[src/rtl/lkio_pkg.sv]
`timescale 1ns/1ps
package lkio_pkg;
  localparam int unsigned FIELD_W = 4;

  typedef enum logic [2:0] {
    REG_CFG_LO = 3'd0,
    REG_CFG_HI = 3'd1,
    REG_IN     = 3'd2,
    REG_OUT    = 3'd3,
    REG_SETCLR = 3'd4,
    REG_CLR    = 3'd5,
    REG_LOCK   = 3'd6
  } reg_sel_e;

  // [3:2] kind: 00 gp push-pull, 01 gp open-drain, 10 alt push-pull, 11 alt open-drain
  // [1:0] mode: 00 input, else output speed grade
  typedef struct packed {
    logic [1:0] kind;
    logic [1:0] mode;
  } pin_cfg_t;

  typedef enum logic [2:0] {
    LK_IDLE,
    LK_ONE,
    LK_ZERO,
    LK_ARMED,
    LK_READ1,
    LK_ACTIVE
  } lk_state_e;
endpackage

[src/rtl/lkio_sync.sv]
`timescale 1ns/1ps
module lkio_sync #(
  parameter int unsigned WIDTH  = 16,
  parameter int unsigned STAGES = 2
) (
  input  logic             clk_i,
  input  logic             rst_ni,
  input  logic [WIDTH-1:0] d_i,
  output logic [WIDTH-1:0] q_o
);
  logic [WIDTH-1:0] stg_q [STAGES];

  always_ff @(posedge clk_i or negedge rst_ni) begin
    if (!rst_ni) begin
      for (int i = 0; i < STAGES; i++) stg_q[i] <= '0;
    end else begin
      stg_q[0] <= d_i;
      for (int i = 1; i < STAGES; i++) stg_q[i] <= stg_q[i-1];
    end
  end

  assign q_o = stg_q[STAGES-1];
endmodule

[src/rtl/lkio_lock.sv]
`timescale 1ns/1ps
module lkio_lock
  import lkio_pkg::*;
#(
  parameter int unsigned NUM_PINS = 16
) (
  input  logic                clk_i,
  input  logic                rst_ni,
  input  logic                wr_stb_i,
  input  logic                rd_stb_i,
  input  logic                key_i,
  input  logic [NUM_PINS-1:0] mask_i,
  output logic                active_o,
  output logic [NUM_PINS-1:0] mask_o,
  output logic [NUM_PINS-1:0] pend_o
);
  lk_state_e           st_q, st_d;
  logic [NUM_PINS-1:0] pend_q, mask_q;
  logic                same_mask;

  assign same_mask = (mask_i == pend_q);

  always_comb begin
    st_d = st_q;
    unique case (st_q)
      LK_IDLE:   if (wr_stb_i && key_i) st_d = LK_ONE;
      LK_ONE: begin
        if (wr_stb_i && !key_i && same_mask) st_d = LK_ZERO;
        else if (wr_stb_i || rd_stb_i)        st_d = LK_IDLE;
      end
      LK_ZERO: begin
        if (wr_stb_i && key_i && same_mask)  st_d = LK_ARMED;
        else if (wr_stb_i || rd_stb_i)        st_d = LK_IDLE;
      end
      LK_ARMED: begin
        if (rd_stb_i)      st_d = LK_READ1;
        else if (wr_stb_i) st_d = LK_IDLE;
      end
      LK_READ1: begin
        if (rd_stb_i)      st_d = LK_ACTIVE;
        else if (wr_stb_i) st_d = LK_IDLE;
      end
      LK_ACTIVE: st_d = LK_ACTIVE;
      default:   st_d = LK_IDLE;
    endcase
  end

  always_ff @(posedge clk_i or negedge rst_ni) begin
    if (!rst_ni) begin
      st_q   <= LK_IDLE;
      pend_q <= '0;
      mask_q <= '0;
    end else begin
      st_q <= st_d;
      if (st_q != LK_ACTIVE && wr_stb_i) pend_q <= mask_i;
      if (st_q == LK_READ1 && st_d == LK_ACTIVE) mask_q <= pend_q;
    end
  end

  assign active_o = (st_q == LK_ACTIVE);
  assign mask_o   = mask_q;
  assign pend_o   = pend_q;

  AST_LOCK_STICKY: assert property (@(posedge clk_i) disable iff (!rst_ni)
    active_o |=> (active_o && $stable(mask_o))) else $error("lock dropped");
  AST_LOCK_AFTER_READ: assert property (@(posedge clk_i) disable iff (!rst_ni)
    $rose(active_o) |-> $past(rd_stb_i)) else $error("lock without read");
  AST_LOCK_IDLE_MASK: assert property (@(posedge clk_i) disable iff (!rst_ni)
    !active_o |-> (mask_o == '0)) else $error("mask before lock");
endmodule

[src/rtl/lkio_pad_mux.sv]
`timescale 1ns/1ps
module lkio_pad_mux
  import lkio_pkg::*;
#(
  parameter int unsigned NUM_PINS = 16
) (
  input  logic                        clk_i,
  input  logic                        rst_ni,
  input  logic [NUM_PINS*FIELD_W-1:0] cfg_i,
  input  logic [NUM_PINS-1:0]         odr_i,
  input  logic [NUM_PINS-1:0]         alt_i,
  output logic [NUM_PINS-1:0]         out_o,
  output logic [NUM_PINS-1:0]         oe_o,
  output logic [2*NUM_PINS-1:0]       speed_o
);
  for (genvar p = 0; p < NUM_PINS; p++) begin : g_pin
    pin_cfg_t c;
    logic     is_out, src, o_l, oe_l;

    assign c      = cfg_i[FIELD_W*p +: FIELD_W];
    assign is_out = (c.mode != 2'b00);
    assign src    = c.kind[1] ? alt_i[p] : odr_i[p];

    always_comb begin
      if (!is_out) begin
        o_l  = 1'b0;
        oe_l = 1'b0;
      end else if (c.kind[0]) begin
        o_l  = 1'b0;
        oe_l = ~src;
      end else begin
        o_l  = src;
        oe_l = 1'b1;
      end
    end

    assign out_o[p]         = o_l;
    assign oe_o[p]          = oe_l;
    assign speed_o[2*p +: 2] = c.mode;

    AST_INPUT_NO_DRIVE: assert property (@(posedge clk_i) disable iff (!rst_ni)
      (cfg_i[FIELD_W*p +: 2] == 2'b00) |-> !oe_o[p]) else $error("input driven");
    AST_OD_NEVER_HIGH: assert property (@(posedge clk_i) disable iff (!rst_ni)
      (cfg_i[FIELD_W*p+2] && cfg_i[FIELD_W*p +: 2] != 2'b00) |-> !out_o[p])
      else $error("open-drain high");
    AST_PP_ALWAYS_DRIVES: assert property (@(posedge clk_i) disable iff (!rst_ni)
      (!cfg_i[FIELD_W*p+2] && cfg_i[FIELD_W*p +: 2] != 2'b00) |-> oe_o[p])
      else $error("push-pull released");
  end
endmodule

[src/rtl/lkio_port.sv]
`timescale 1ns/1ps
module lkio_port
  import lkio_pkg::*;
#(
  parameter int unsigned NUM_PINS    = 16,
  parameter int unsigned DATA_W      = 32,
  parameter int unsigned ADDR_W      = 3,
  parameter int unsigned SYNC_STAGES = 2
) (
  input  logic                  clk_i,
  input  logic                  rst_ni,
  input  logic                  sel_i,
  input  logic                  wr_i,
  input  logic [ADDR_W-1:0]     addr_i,
  input  logic [DATA_W-1:0]     wdata_i,
  output logic [DATA_W-1:0]     rdata_o,
  input  logic [NUM_PINS-1:0]   pin_i,
  input  logic [NUM_PINS-1:0]   alt_out_i,
  output logic [NUM_PINS-1:0]   pad_out_o,
  output logic [NUM_PINS-1:0]   pad_oe_o,
  output logic [2*NUM_PINS-1:0] pad_speed_o
);
  localparam int unsigned CFG_W     = NUM_PINS * FIELD_W;
  localparam int unsigned HALF_PINS = DATA_W / FIELD_W;
  localparam int unsigned KEY_BIT   = NUM_PINS;
  localparam logic [FIELD_W-1:0] CFG_RST = 4'h4;

  logic [CFG_W-1:0]    cfg_q, lock_x;
  logic [NUM_PINS-1:0] odr_q, idr, lock_mask, lock_pend;
  logic                lock_active;
  logic                wr_cfg_lo, wr_cfg_hi, wr_out, wr_setclr, wr_clr, wr_lock, rd_lock;
  logic [NUM_PINS-1:0] set_bits, clr_bits;

  assign wr_cfg_lo = sel_i && wr_i  && (addr_i == REG_CFG_LO);
  assign wr_cfg_hi = sel_i && wr_i  && (addr_i == REG_CFG_HI);
  assign wr_out    = sel_i && wr_i  && (addr_i == REG_OUT);
  assign wr_setclr = sel_i && wr_i  && (addr_i == REG_SETCLR);
  assign wr_clr    = sel_i && wr_i  && (addr_i == REG_CLR);
  assign wr_lock   = sel_i && wr_i  && (addr_i == REG_LOCK);
  assign rd_lock   = sel_i && !wr_i && (addr_i == REG_LOCK);

  assign set_bits = wdata_i[NUM_PINS-1:0];
  assign clr_bits = wdata_i[2*NUM_PINS-1:NUM_PINS];

  for (genvar p = 0; p < NUM_PINS; p++) begin : g_lockx
    assign lock_x[FIELD_W*p +: FIELD_W] = {FIELD_W{lock_mask[p]}};
  end

  always_ff @(posedge clk_i or negedge rst_ni) begin
    if (!rst_ni) begin
      cfg_q <= {NUM_PINS{CFG_RST}};
    end else if (wr_cfg_lo) begin
      cfg_q[DATA_W-1:0] <= (cfg_q[DATA_W-1:0] & lock_x[DATA_W-1:0])
                         | (wdata_i & ~lock_x[DATA_W-1:0]);
    end else if (wr_cfg_hi) begin
      cfg_q[CFG_W-1:DATA_W] <= (cfg_q[CFG_W-1:DATA_W] & lock_x[CFG_W-1:DATA_W])
                             | (wdata_i[CFG_W-DATA_W-1:0] & ~lock_x[CFG_W-1:DATA_W]);
    end
  end

  always_ff @(posedge clk_i or negedge rst_ni) begin
    if (!rst_ni)        odr_q <= '0;
    else if (wr_out)    odr_q <= wdata_i[NUM_PINS-1:0];
    else if (wr_setclr) odr_q <= (odr_q & ~clr_bits) | set_bits; // set wins
    else if (wr_clr)    odr_q <= odr_q & ~set_bits;
  end

  lkio_sync #(.WIDTH(NUM_PINS), .STAGES(SYNC_STAGES)) u_sync (
    .clk_i (clk_i),
    .rst_ni(rst_ni),
    .d_i   (pin_i),
    .q_o   (idr)
  );

  lkio_lock #(.NUM_PINS(NUM_PINS)) u_lock (
    .clk_i   (clk_i),
    .rst_ni  (rst_ni),
    .wr_stb_i(wr_lock),
    .rd_stb_i(rd_lock),
    .key_i   (wdata_i[KEY_BIT]),
    .mask_i  (wdata_i[NUM_PINS-1:0]),
    .active_o(lock_active),
    .mask_o  (lock_mask),
    .pend_o  (lock_pend)
  );

  lkio_pad_mux #(.NUM_PINS(NUM_PINS)) u_pad (
    .clk_i  (clk_i),
    .rst_ni (rst_ni),
    .cfg_i  (cfg_q),
    .odr_i  (odr_q),
    .alt_i  (alt_out_i),
    .out_o  (pad_out_o),
    .oe_o   (pad_oe_o),
    .speed_o(pad_speed_o)
  );

  always_comb begin
    rdata_o = '0;
    unique case (addr_i)
      REG_CFG_LO: rdata_o = cfg_q[HALF_PINS*FIELD_W-1:0];
      REG_CFG_HI: rdata_o = cfg_q[CFG_W-1:DATA_W];
      REG_IN:     rdata_o[NUM_PINS-1:0] = idr;
      REG_OUT:    rdata_o[NUM_PINS-1:0] = odr_q;
      REG_LOCK: begin
        rdata_o[KEY_BIT]        = lock_active;
        rdata_o[NUM_PINS-1:0]   = lock_active ? lock_mask : lock_pend;
      end
      default:    rdata_o = '0;
    endcase
  end

  AST_CFG_LOCK_HOLD: assert property (@(posedge clk_i) disable iff (!rst_ni)
    lock_active |=> ((cfg_q & lock_x) == ($past(cfg_q) & lock_x)))
    else $error("locked field changed");
  AST_SET_WINS: assert property (@(posedge clk_i) disable iff (!rst_ni)
    wr_setclr |=> ((odr_q & $past(set_bits)) == $past(set_bits)))
    else $error("set lost");
  AST_CLR_REG: assert property (@(posedge clk_i) disable iff (!rst_ni)
    wr_clr |=> ((odr_q & $past(set_bits)) == '0))
    else $error("clear lost");
  AST_ODR_HOLD: assert property (@(posedge clk_i) disable iff (!rst_ni)
    !(wr_out || wr_setclr || wr_clr) |=> $stable(odr_q))
    else $error("latch changed");
endmodule

[config.mk]
export PLATFORM = sky130hd
export DESIGN_NAME = lkio_port
export DESIGN_NICKNAME = d
export VERILOG_FILES = /design/src/rtl/lkio_pkg.sv /design/src/rtl/lkio_sync.sv /design/src/rtl/lkio_lock.sv /design/src/rtl/lkio_pad_mux.sv /design/src/rtl/lkio_port.sv
export SDC_FILE = /design/constraint.sdc
export NUM_CORES = 1
export LEC_CHECK = 0
export BUFFER_PORTS_ARGS = -buffer_cell sky130_fd_sc_hd__buf_2
export CAP_MARGIN = 20
export CORE_MARGIN = 5
export CORE_UTILIZATION = 45
export CTS_BUF_LIST = sky130_fd_sc_hd__clkbuf_4 sky130_fd_sc_hd__clkbuf_8
export CTS_CLUSTER_SIZE = 10
export DETAILED_ROUTE_END_ITERATION = 10
export PLACE_DENSITY = 0.77
export RECOVER_POWER = 50
export REMOVE_ABC_BUFFERS = 1
export SETUP_SLACK_MARGIN = 0.15
export SYNTH_ARGS = -nofsm -noshare
export SYNTH_HDL_FRONTEND = slang
export SYNTH_SLANG_ARGS = --single-unit
export TNS_END_PERCENT = 5
[constraint.sdc]
create_clock -name clk_i -period 2.8 [get_ports clk_i]
set_input_delay 0.7 -clock clk_i [delete_from_list [all_inputs] [get_ports clk_i]]
set_output_delay 0.7 -clock clk_i [all_outputs]
set_load 0.03 [all_outputs]
==> run_results.csv, run 1 <==
group,metric,value,unit
worst_setup_path,cp_num_buf_inv,2,
worst_setup_path,worstPathArrival,1930,ps
synthesis,synth_area,0.007944,mm^2
clocking,clock-sinks,147,
sta,setup_tns,0,ps
worst_setup_path,worstSetupStartpointType,"register",
worst_setup_path,cpLargestDelayFamily,"flip-flops",
layout,final_common_cell,"buf_2",
worst_setup_path,cpPeakStageDelay,400,ps
die,io_pins,167,
synthesis,avgSynthCellArea,12.51,um^2
hold_path,hold_depth,1,
worst_setup_path,cp.required,2100,ps
clocking,clk_latency,470,ps
die,die_x,142.9,um
power_and_ir_drop,ir_worst_vdd,342.0,uV
placed_design,dp_hpwl,15.23,mm
power_and_ir_drop,p_per_area,759.8,mW/mm^2
drt,antenna_left,0,
die,core,0.01730,mm^2
layout,final_cell_mix,"143 x buf_2, 130 x dfrtp_1, 71 x mux2_2",
worst_setup_path,path_class,"register to primary output",
layout,syn_to_final_growth,16.92,%
drt,viasPerCell,5.453,
global_routing,grt_max_degree,64,
clocking,cts_buffers,17,
synthesis,ys_types,39,
clocking,clk_pin_slew,80,ps
drt,dr.first_iter.drc_count,383,
worst_setup_path,reg2reg_depth,5,
clocking,htreeDepth,4,
worst_setup_path,r2r-start,"u_lock.st_q[2]",
global_routing,grt_pass1_wl,32.78,mm
hold_path,holdCritStartpoint,"pin_i[6]",
die,dieArea,0.02041,mm^2
synthesis,yosys.area.top_type,"dfrtp_1",
drt,wl_met2,10.09,mm
synthesis,syn_inst,635,
clocking,cts.path.max_buffers,2,
layout,final_area,0.009288,mm^2
drt,vias,5426,
sta,tightestPinTransition,1568,ps
drt,drt-total-wl,21.20,mm
hold_path,min_to,"u_sync.stg_q[22]",
flow_run,max-cap-violations,1,
sta,fmax,380.8,MHz
worst_setup_path,rr_endpoint,"u_lock.mask_o[9]",
sta,final.setup_skew,12.21,ps
sta,hold_ws,342.9,ps
sta,max_slew_margin,-4.547,%
drt,met1_length,9.359,mm
worst_setup_path,crit_chain,"nor2b_2, nand2_4, buf_6, mux2i_1, o22ai_2, buf_4",
run_status,run_status,"finished, violations left",
sta,slew_violations,64,
layout,fin_nets,827,
worst_setup_path,crit_path_max_fanout,7,
synthesis,synth_top_area_share,41.27,%
global_routing,grt_overflow_total,0,
run_status,violations,"max-capacitance violations, max-slew violations",
synthesis,ys_seq_area_share,46.56,%
sta,finalCritPeriodShare,93.79,%
drt,drt_first_pass_iters,5,
global_routing,first_global_vias,5670,
global_routing,gr-usage-all-layers,21.17,%
worst_setup_path,end_kind,"primary output",
worst_setup_path,r2r_slack,930,ps
synthesis,synth_edf_count,0,
die,start_util,45.93,%
worst_setup_path,cpMaxStageDelayCell,"dfrtp_1",
synthesis,ys_seq_elements,147,
clocking,holdBufCountCts,0,
layout,layout-drive-gt1-share,49.67,%
synthesis,async_reset_ff_share,100.0,%
synthesis,ys.flop_type,"dfrtp_1",
sta,finalSetupViolCount,0,
placed_design,gp_congestion,0.8306,
sta,min_period,2626,ps
synthesis,yosys-top-cells-area,"dfrtp_1 41%, mux2_2 10%, mux2_4 7.7%, buf_4 6.3%, dfstp_2 5.3%",
placed_design,portBuffers,166,
global_routing,antenna_found_initial,2,
synthesis,yosys_warnings,0,
die,row_count,48,
drt,post_drt_wl_per_cell,21.31,um
clocking,root_buffer,"clkbuf_8",
placed_design,placed_area,0.008616,mm^2
power_and_ir_drop,power.leakage,4.523,nW
sta,grt_setup_unrepaired,"yes",
sta,hold_viol_final,0,
layout,post-route-util,53.70,%
drt,drc_errors,0,
hold_path,min_path_type,"input port to register",
die,fp.dieH,142.9,um
drt,dr.max_layer_used,"met5",
drt,wl_met3,1.361,mm
clocking,cts_tree,"done",
[layer usage]
layer	GRT usage, %	up-vias
li1	-	2435
met1	29.26	2758
met2	32.99	194
met3	5.794	37
met4	6.003	2
met5	0	-
[stage by stage]
stage | instances | power, W | worst slack, ps
after floorplan | 537 | 0.004271 | 220.4
after global placement | 956 | 0.004973 | 183.5
after detailed placement | 956 | 0.005020 | 160.7
after CTS | 991 | 0.007087 | 121.2
after global routing | 995 | 0.007390 | 100.8
final | 995 | 0.007057 | 173.9
[Yosys cell counts, drive strengths merged, types with 16 or more instances]
cell	count
mux2i	32
buf	88
o21ai	19
a21oi	17
mux4	16
o22ai	17
a21o	16
dfrtp	131
a22o	16
nor3b	17
mux2	112
xor2	16
dfstp	16
nor2	40
inv	18
nor2b	20
[final cells by class]
cell class                      instances  area (um^2)
Clock buffer                           22        296.5
Sequential cell                       147         3700
Antenna cell                            1        2.502
Clock inverter                         10        200.2
Fill cell                            1493         8009
Timing Repair Buffer                  200         1214
Multi-Input combinational cell        372         3526
Tap cell                              225        281.5
Inverter                               18        67.56
[power breakdown]
group          internal [W]  switching [W]
Clock               0.00125       0.000793
Sequential          0.00251       0.000412
Combinational      0.000900        0.00119
[cell families after synthesis]
logic type      count (synthesis)  share of synthesized area (%)
compound gates                 91                          7.592
flops                         147                          46.56
mux                           160                          26.38
simple gates                  105                          7.797
xor+xnor                       16                          1.764
buf+inv                       116                          9.907
[worst max-delay path by stage]
stage / start / to / slack, ps / cells after the start
detailed placement: addr_i[0] / rdata_o[14] / 160 / 6
finish: u_lock.st_q[2] / rdata_o[9] / 170 / 6
floorplan: addr_i[0] / u_lock.pend_o[0] / 220 / 3
global route: u_lock.st_q[2] / rdata_o[11] / 100 / 6
CTS: u_lock.st_q[2] / rdata_o[11] / 120 / 6
global placement: addr_i[0] / rdata_o[4] / 180 / 6
[what timing repair did]
action,CTS,global route
cloned,1,3
buffers inserted,2,0
endpoints found under the setup margin,14,17
pin swaps,2,0
resized for setup,18,13
Power figures use the tool's default switching activity.
==> run 2, diff against run 1 <==
- CTS_BUF_LIST: sky130_fd_sc_hd__clkbuf_4 sky130_fd_sc_hd__clkbuf_8 -> unset
==> run 2 against run 1 <==
Net effect: the run still ends with max-capacitance violations, max-slew violations left; worst hold slack better by 4.2 ps; flip-flop and latch count unchanged; setup slack better by 27 ps; first-iteration DRC count up 0.78%; fmax up 1.1%; core utilization up 0.81 points; routed wire length up 0.27%; sequential power about the same; final cell count down 0.30%; largest cell class unchanged.
==> run_results.csv, run 2 (same netlist as run 1, synthesis figures left out) <==
group,metric,value,unit
worst_setup_path,crit_path_max_fanout,7,
clocking,clk_latency,420,ps
clocking,cts_tree,"done",
sta,setup_tns,0,ps
worst_setup_path,crit_chain,"nor2b_2, nand2_2, buf_6, mux2i_2, o22ai_1, buf_2",
die,row_count,48,
sta,final.setup_skew,6.446,ps
sta,grt_setup_unrepaired,"yes",
layout,final.fill_count,1454,
worst_setup_path,cpMaxStageDelayCell,"dfrtp_2",
global_routing,first_global_vias,5702,
sta,min_period,2599,ps
power_and_ir_drop,p_clk_share,34.3,%
power_and_ir_drop,p_seq_share,38.4,%
worst_setup_path,worstPathArrival,1900,ps
placed_design,place_inst,956,
layout,layout-drive-gt1-share,49.48,%
layout,fin_nets,824,
die,dieArea,0.02041,mm^2
power_and_ir_drop,p_per_area,809.9,mW/mm^2
drt,viasPerCell,5.430,
sta,tightestPinTransition,1598,ps
run_status,run_status,"finished, violations left",
flow_run,max-cap-violations,1,
drt,drc_errors,0,
sta,max_slew_margin,-6.525,%
layout,final_cell_mix,"143 x buf_2, 130 x dfrtp_1, 71 x mux2_2",
die,die_x,142.9,um
die,core,0.01730,mm^2
clocking,clock-sinks,147,
global_routing,grt_pass1_wl,33.12,mm
clocking,htreeDepth,4,
worst_setup_path,cpPeakStageDelay,430,ps
worst_setup_path,cp.required,2100,ps
placed_design,preCtsSetupSlack,160.7,ps
layout,final_cells,992,
layout,final_common_cell,"buf_2",
sta,finalSetupViolCount,0,
drt,vias,5387,
drt,drt_first_pass_iters,4,
clocking,cts_buffers,17,
sta,slew_violations,64,
drt,post_drt_wl_per_cell,21.43,um
die,fp.dieH,142.9,um
sta,hold_viol_final,0,
power_and_ir_drop,power.switching,0.002462,W
global_routing,gr-usage-all-layers,21.32,%
power_and_ir_drop,power,0.007636,W
worst_setup_path,worstSetupStartpointType,"register",
worst_setup_path,end_kind,"primary output",
drt,drt-total-wl,21.26,mm
power_and_ir_drop,ir_worst_vdd,456.2,uV
placed_design,dp_hpwl,15.23,mm
global_routing,antenna_found_initial,2,
clocking,post_cts_buffers,0,
drt,dr.first_iter.drc_count,386,
clocking,cts.path.max_buffers,2,
power_and_ir_drop,power.leakage,4.552,nW
power_and_ir_drop,intPower,0.005174,W
sta,fmax,384.8,MHz
placed_design,gp_congestion,0.8306,
placed_design,portBuffers,166,
clocking,clk_pin_slew,60,ps
die,start_util,45.93,%
sta,finalCritPeriodShare,92.81,%
drt,antenna_left,0,
layout,syn_to_final_growth,18.68,%
power_and_ir_drop,swShare,32.25,%
global_routing,grt_overflow_total,0,
sta,layout_setup_ws,201.3,ps
power_and_ir_drop,pwr-share-comb,27.3,%
worst_setup_path,path_class,"register to primary output",
die,io_pins,167,
sta,hold_ws,347.1,ps
global_routing,grt_max_degree,64,
run_status,violations,"max-capacitance violations, max-slew violations",
hold_path,min_path_type,"register to register",
clocking,root_buffer,"clkbuf_16",
==> run 2: cell types whose count changed in the layout (fill, tap and decap cells not counted), moves of 2 or more <==
cell	delta
mux2i_2	+3
mux2i_1	-2
clkbuf_8	-17
buf_4	-6
clkbuf_16	+17
clkbuf_1	+3
==> run 2: per-layer routing <==
layer / GRT usage [%] / wire (um) / vias to the layer above
met4: 6.703 / 393 / 2
met1: 29.05 / 9143 / 2722
met3: 5.626 / 1562 / 31
met5: 0 / 18 / -
met2: 33.53 / 10140 / 208
li1: - / - / 2424
==> run 2: worst paths after layout <==
kind | start | end | slack (ps) | cells after the start
max | u_lock.st_q[2] | rdata_o[1] | 200 | 6
min | u_sync.stg_q[19] | u_sync.q_o[3] | 350 | 0
max reg2reg | u_lock.st_q[1] | u_lock.mask_o[9] | 890 | 5
min reg2reg | u_sync.stg_q[19] | u_sync.q_o[3] | 350 | 0
max in group asynchronous | rst_ni | asynchronous set/reset pin | 600 | 2
min in group asynchronous | rst_ni | asynchronous set/reset pin | 680 | 1
==> run 2: repair_timing <==
| action | 4_1_cts | 5_1_grt |
|---|---|---|
| hold buffers | 0 | 0 |
| gates cloned | 0 | 3 |
| endpoints found under the setup margin | 9 | 17 |
| gates resized for setup | 2 | 27 |
==> run 2: power groups by stage <==
stage	logic [W]	clock network, W	registers [W]
finish	0.00209	0.00262	0.00293
global route	0.00224	0.00275	0.00299
CTS	0.00208	0.00266	0.00292
detailed placement	0.00207	0	0.00295
global placement	0.00204	0	0.00294
floorplan	0.00125	0	0.00302
==> run 2: through the flow <==
stage / area [um^2] / utilization (%)
floorplan: 7224 / -
global placement: 8616 / 49.81
detailed placement: 8616 / 49.81
CTS: 9308 / 53.81
global route: 9428 / 54.51
finish: 9428 / 54.51
==> run 2: area by class of cell <==
class | instances | area (um^2) | share of cell area (%)
inverter | 18 | 67.56 | 0.7167
clock buffer | 22 | 484.2 | 5.136
clock inverter | 10 | 200.2 | 2.123
tap | 225 | 281.5 | 2.986
multi-input combinational | 372 | 3526 | 37.40
sequential | 147 | 3700 | 39.24
antenna | 1 | 2.502 | 0.02654
timing repair buffer | 197 | 1166 | 12.37
==> run 2: worst max-delay path, delay by kind of cell (launching register included) <==
family                 cells  cell delay, ps
AND/OR/NAND/NOR            2             290
buffers and inverters      2             360
multiplexers               1             280
AO/OA/AOI/OAI              1             120
flip-flops                 1             430
==> run 3, diff against run 2 <==
- clock period: 2.8 -> 2.95 ns (I/O delays scaled with it)
==> run 3 against run 2 <==
Net effect: critical path type unchanged; register-to-register slack better by 270 ps; largest power group unchanged; critical path depth did not move; core utilization is 1.1 points lower; die area stayed put; setup slack improved by 5.5 ps; combinational power shrank 7%; critical endpoint is now rdata_o[0]; non-clock buffer count is 9 lower; global-route usage is 0.66 points lower; the run still ends with max-capacitance violations, max-slew violations left; flip-flop and latch count is the same; clock skew about the same.
==> run_results.csv, run 3 (same netlist as run 1, synthesis figures left out) <==
group,metric,value,unit
clocking,cts_buffers,17,
global_routing,grt_overflow_total,0,
power_and_ir_drop,power.leakage,4.493,nW
placed_design,dp_hpwl,15.01,mm
die,fp.dieH,142.9,um
worst_setup_path,worstPathArrival,2010,ps
clocking,htreeDepth,4,
drt,drt-total-wl,20.69,mm
sta,max_slew_margin,-15.76,%
layout,multi_input_area,0.003483,mm^2
die,core,0.01730,mm^2
sta,setup_tns,0,ps
run_status,run_status,"finished, violations left",
sta,layout_setup_ws,206.8,ps
drt,dr.first_iter.drc_count,409,
sta,finalSetupViolCount,0,
drt,drt_first_pass_iters,5,
worst_setup_path,crit_chain,"nor2b_4, nand2_1, buf_4, mux2i_1, o22ai_1, buf_2",
die,dieArea,0.02041,mm^2
power_and_ir_drop,ir_worst_vdd,460.7,uV
die,start_util,45.93,%
power_and_ir_drop,p_per_area,779.4,mW/mm^2
layout,final_cell_mix,"150 x buf_2, 131 x dfrtp_1, 71 x mux2_2",
clocking,post_cts_buffers,0,
flow_run,max-cap-violations,1,
clocking,clk_pin_slew,60,ps
layout,final_common_cell,"buf_2",
global_routing,grt_pass1_wl,32.33,mm
placed_design,gp_congestion,0.8584,
clocking,cts.path.max_buffers,2,
layout,final.fill_count,1465,
run_status,violations,"max-capacitance violations, max-slew violations",
placed_design,preCtsSetupSlack,227.7,ps
worst_setup_path,path_class,"register to primary output",
power_and_ir_drop,power,0.007206,W
sta,hold_viol_final,0,
worst_setup_path,cpPeakStageDelay,420,ps
drt,vias,5417,
worst_setup_path,worstSetupStartpointType,"register",
global_routing,first_global_vias,5537,
hold_path,min_path_type,"register to register",
layout,syn_to_final_growth,16.38,%
layout,layout-drive-gt1-share,48.48,%
clocking,clock-sinks,147,
sta,tightestPinTransition,1736,ps
layout,final_area,0.009245,mm^2
placed_design,placed_area,0.008558,mm^2
sta,fmax,364.5,MHz
layout,area.sequential,0.003699,mm^2
global_routing,antenna_found_initial,1,
drt,drc_errors,0,
worst_setup_path,cp.required,2210,ps
sta,grt_setup_unrepaired,"yes",
drt,post_drt_wl_per_cell,21.05,um
worst_setup_path,cpMaxStageDelayCell,"dfrtp_1",
drt,antenna_left,0,
global_routing,gr-usage-all-layers,20.66,%
layout,fin_nets,815,
die,die_x,142.9,um
die,io_pins,167,
clocking,clk_latency,430,ps
placed_design,portBuffers,166,
worst_setup_path,crit_path_max_fanout,10,
global_routing,grt_max_degree,67,
drt,viasPerCell,5.511,
die,row_count,48,
clocking,cts_tree,"done",
worst_setup_path,end_kind,"primary output",
sta,finalCritPeriodShare,92.99,%
sta,min_period,2743,ps
sta,slew_violations,66,
sta,final.setup_skew,6.892,ps
clocking,root_buffer,"clkbuf_16",
## run 3: cell count changes in the layout (fill, tap and decap cells not counted), sizes merged
| cell | before | now |
|---|---|---|
| clkbuf | 49 | 36 |
| buf | 170 | 171 |
| clkinvlp | 0 | 3 |
## run 3: power by group
part	switching [W]	internal [W]
combinational	0.00112	0.000824
sequential	0.000382	0.00239
clock	0.000857	0.00163
total	0.00236	0.00484
## run 3: worst paths after layout
kind | startpoint | to | slack, ps | depth (start not counted)
max | u_lock.st_q[2] | rdata_o[0] | 210 | 6
min | u_sync.stg_q[22] | u_sync.q_o[6] | 350 | 0
max reg2reg | u_lock.st_q[2] | u_lock.mask_o[13] | 1160 | 4
min reg2reg | u_sync.stg_q[22] | u_sync.q_o[6] | 350 | 0
max in group asynchronous | rst_ni | asynchronous set/reset pin | 760 | 2
min in group asynchronous | rst_ni | u_sync.q_o[0] | 750 | 1
## run 3: per-layer routing
| layer | vias up | share of wire [%] | GRT usage [%] | routed length (um) |
|---|---|---|---|---|
| met1 | 2781 | 45 | 29.88 | 9331 |
| met3 | 44 | 6.4 | 5.291 | 1334 |
| li1 | 2408 | - | - | - |
| met5 | - | 0.063 | 0 | 13 |
| met2 | 182 | 46 | 30.79 | 9595 |
| met4 | 2 | 2.0 | 6.153 | 418 |
## run 3: through the flow
step                hold slack (ps)  instances  util (%)
finish                        347.1        983     53.45
CTS                           335.0        982     53.44
global route                  357.7        982     53.44
global placement              332.4        950     49.48
floorplan                     331.2        537         -
detailed placement            335.5        950     49.48
## run 3: worst max-delay path, delay by kind of cell (launching register included)
kind,cells,cell delay [ps]
buf+inv,2,450
flops,1,420
mux,1,310
simple gates,2,260
compound gates,1,130
## run 3: cell type report
class | count | area share, %
Tap cell | 225 | 3.045
Antenna cell | 1 | 0.02707
Clock buffer | 19 | 4.899
Timing Repair Buffer | 188 | 11.12
Sequential cell | 147 | 40.01
Multi-Input combinational cell | 372 | 37.68
Clock inverter | 13 | 2.490
Inverter | 18 | 0.7308
## run 3: repair_timing
action                                  CTS  global route
hold buffers                              0             0
gates resized for setup                   1             6
endpoints found under the setup margin   11            13
hold endpoints to repair                  0             0
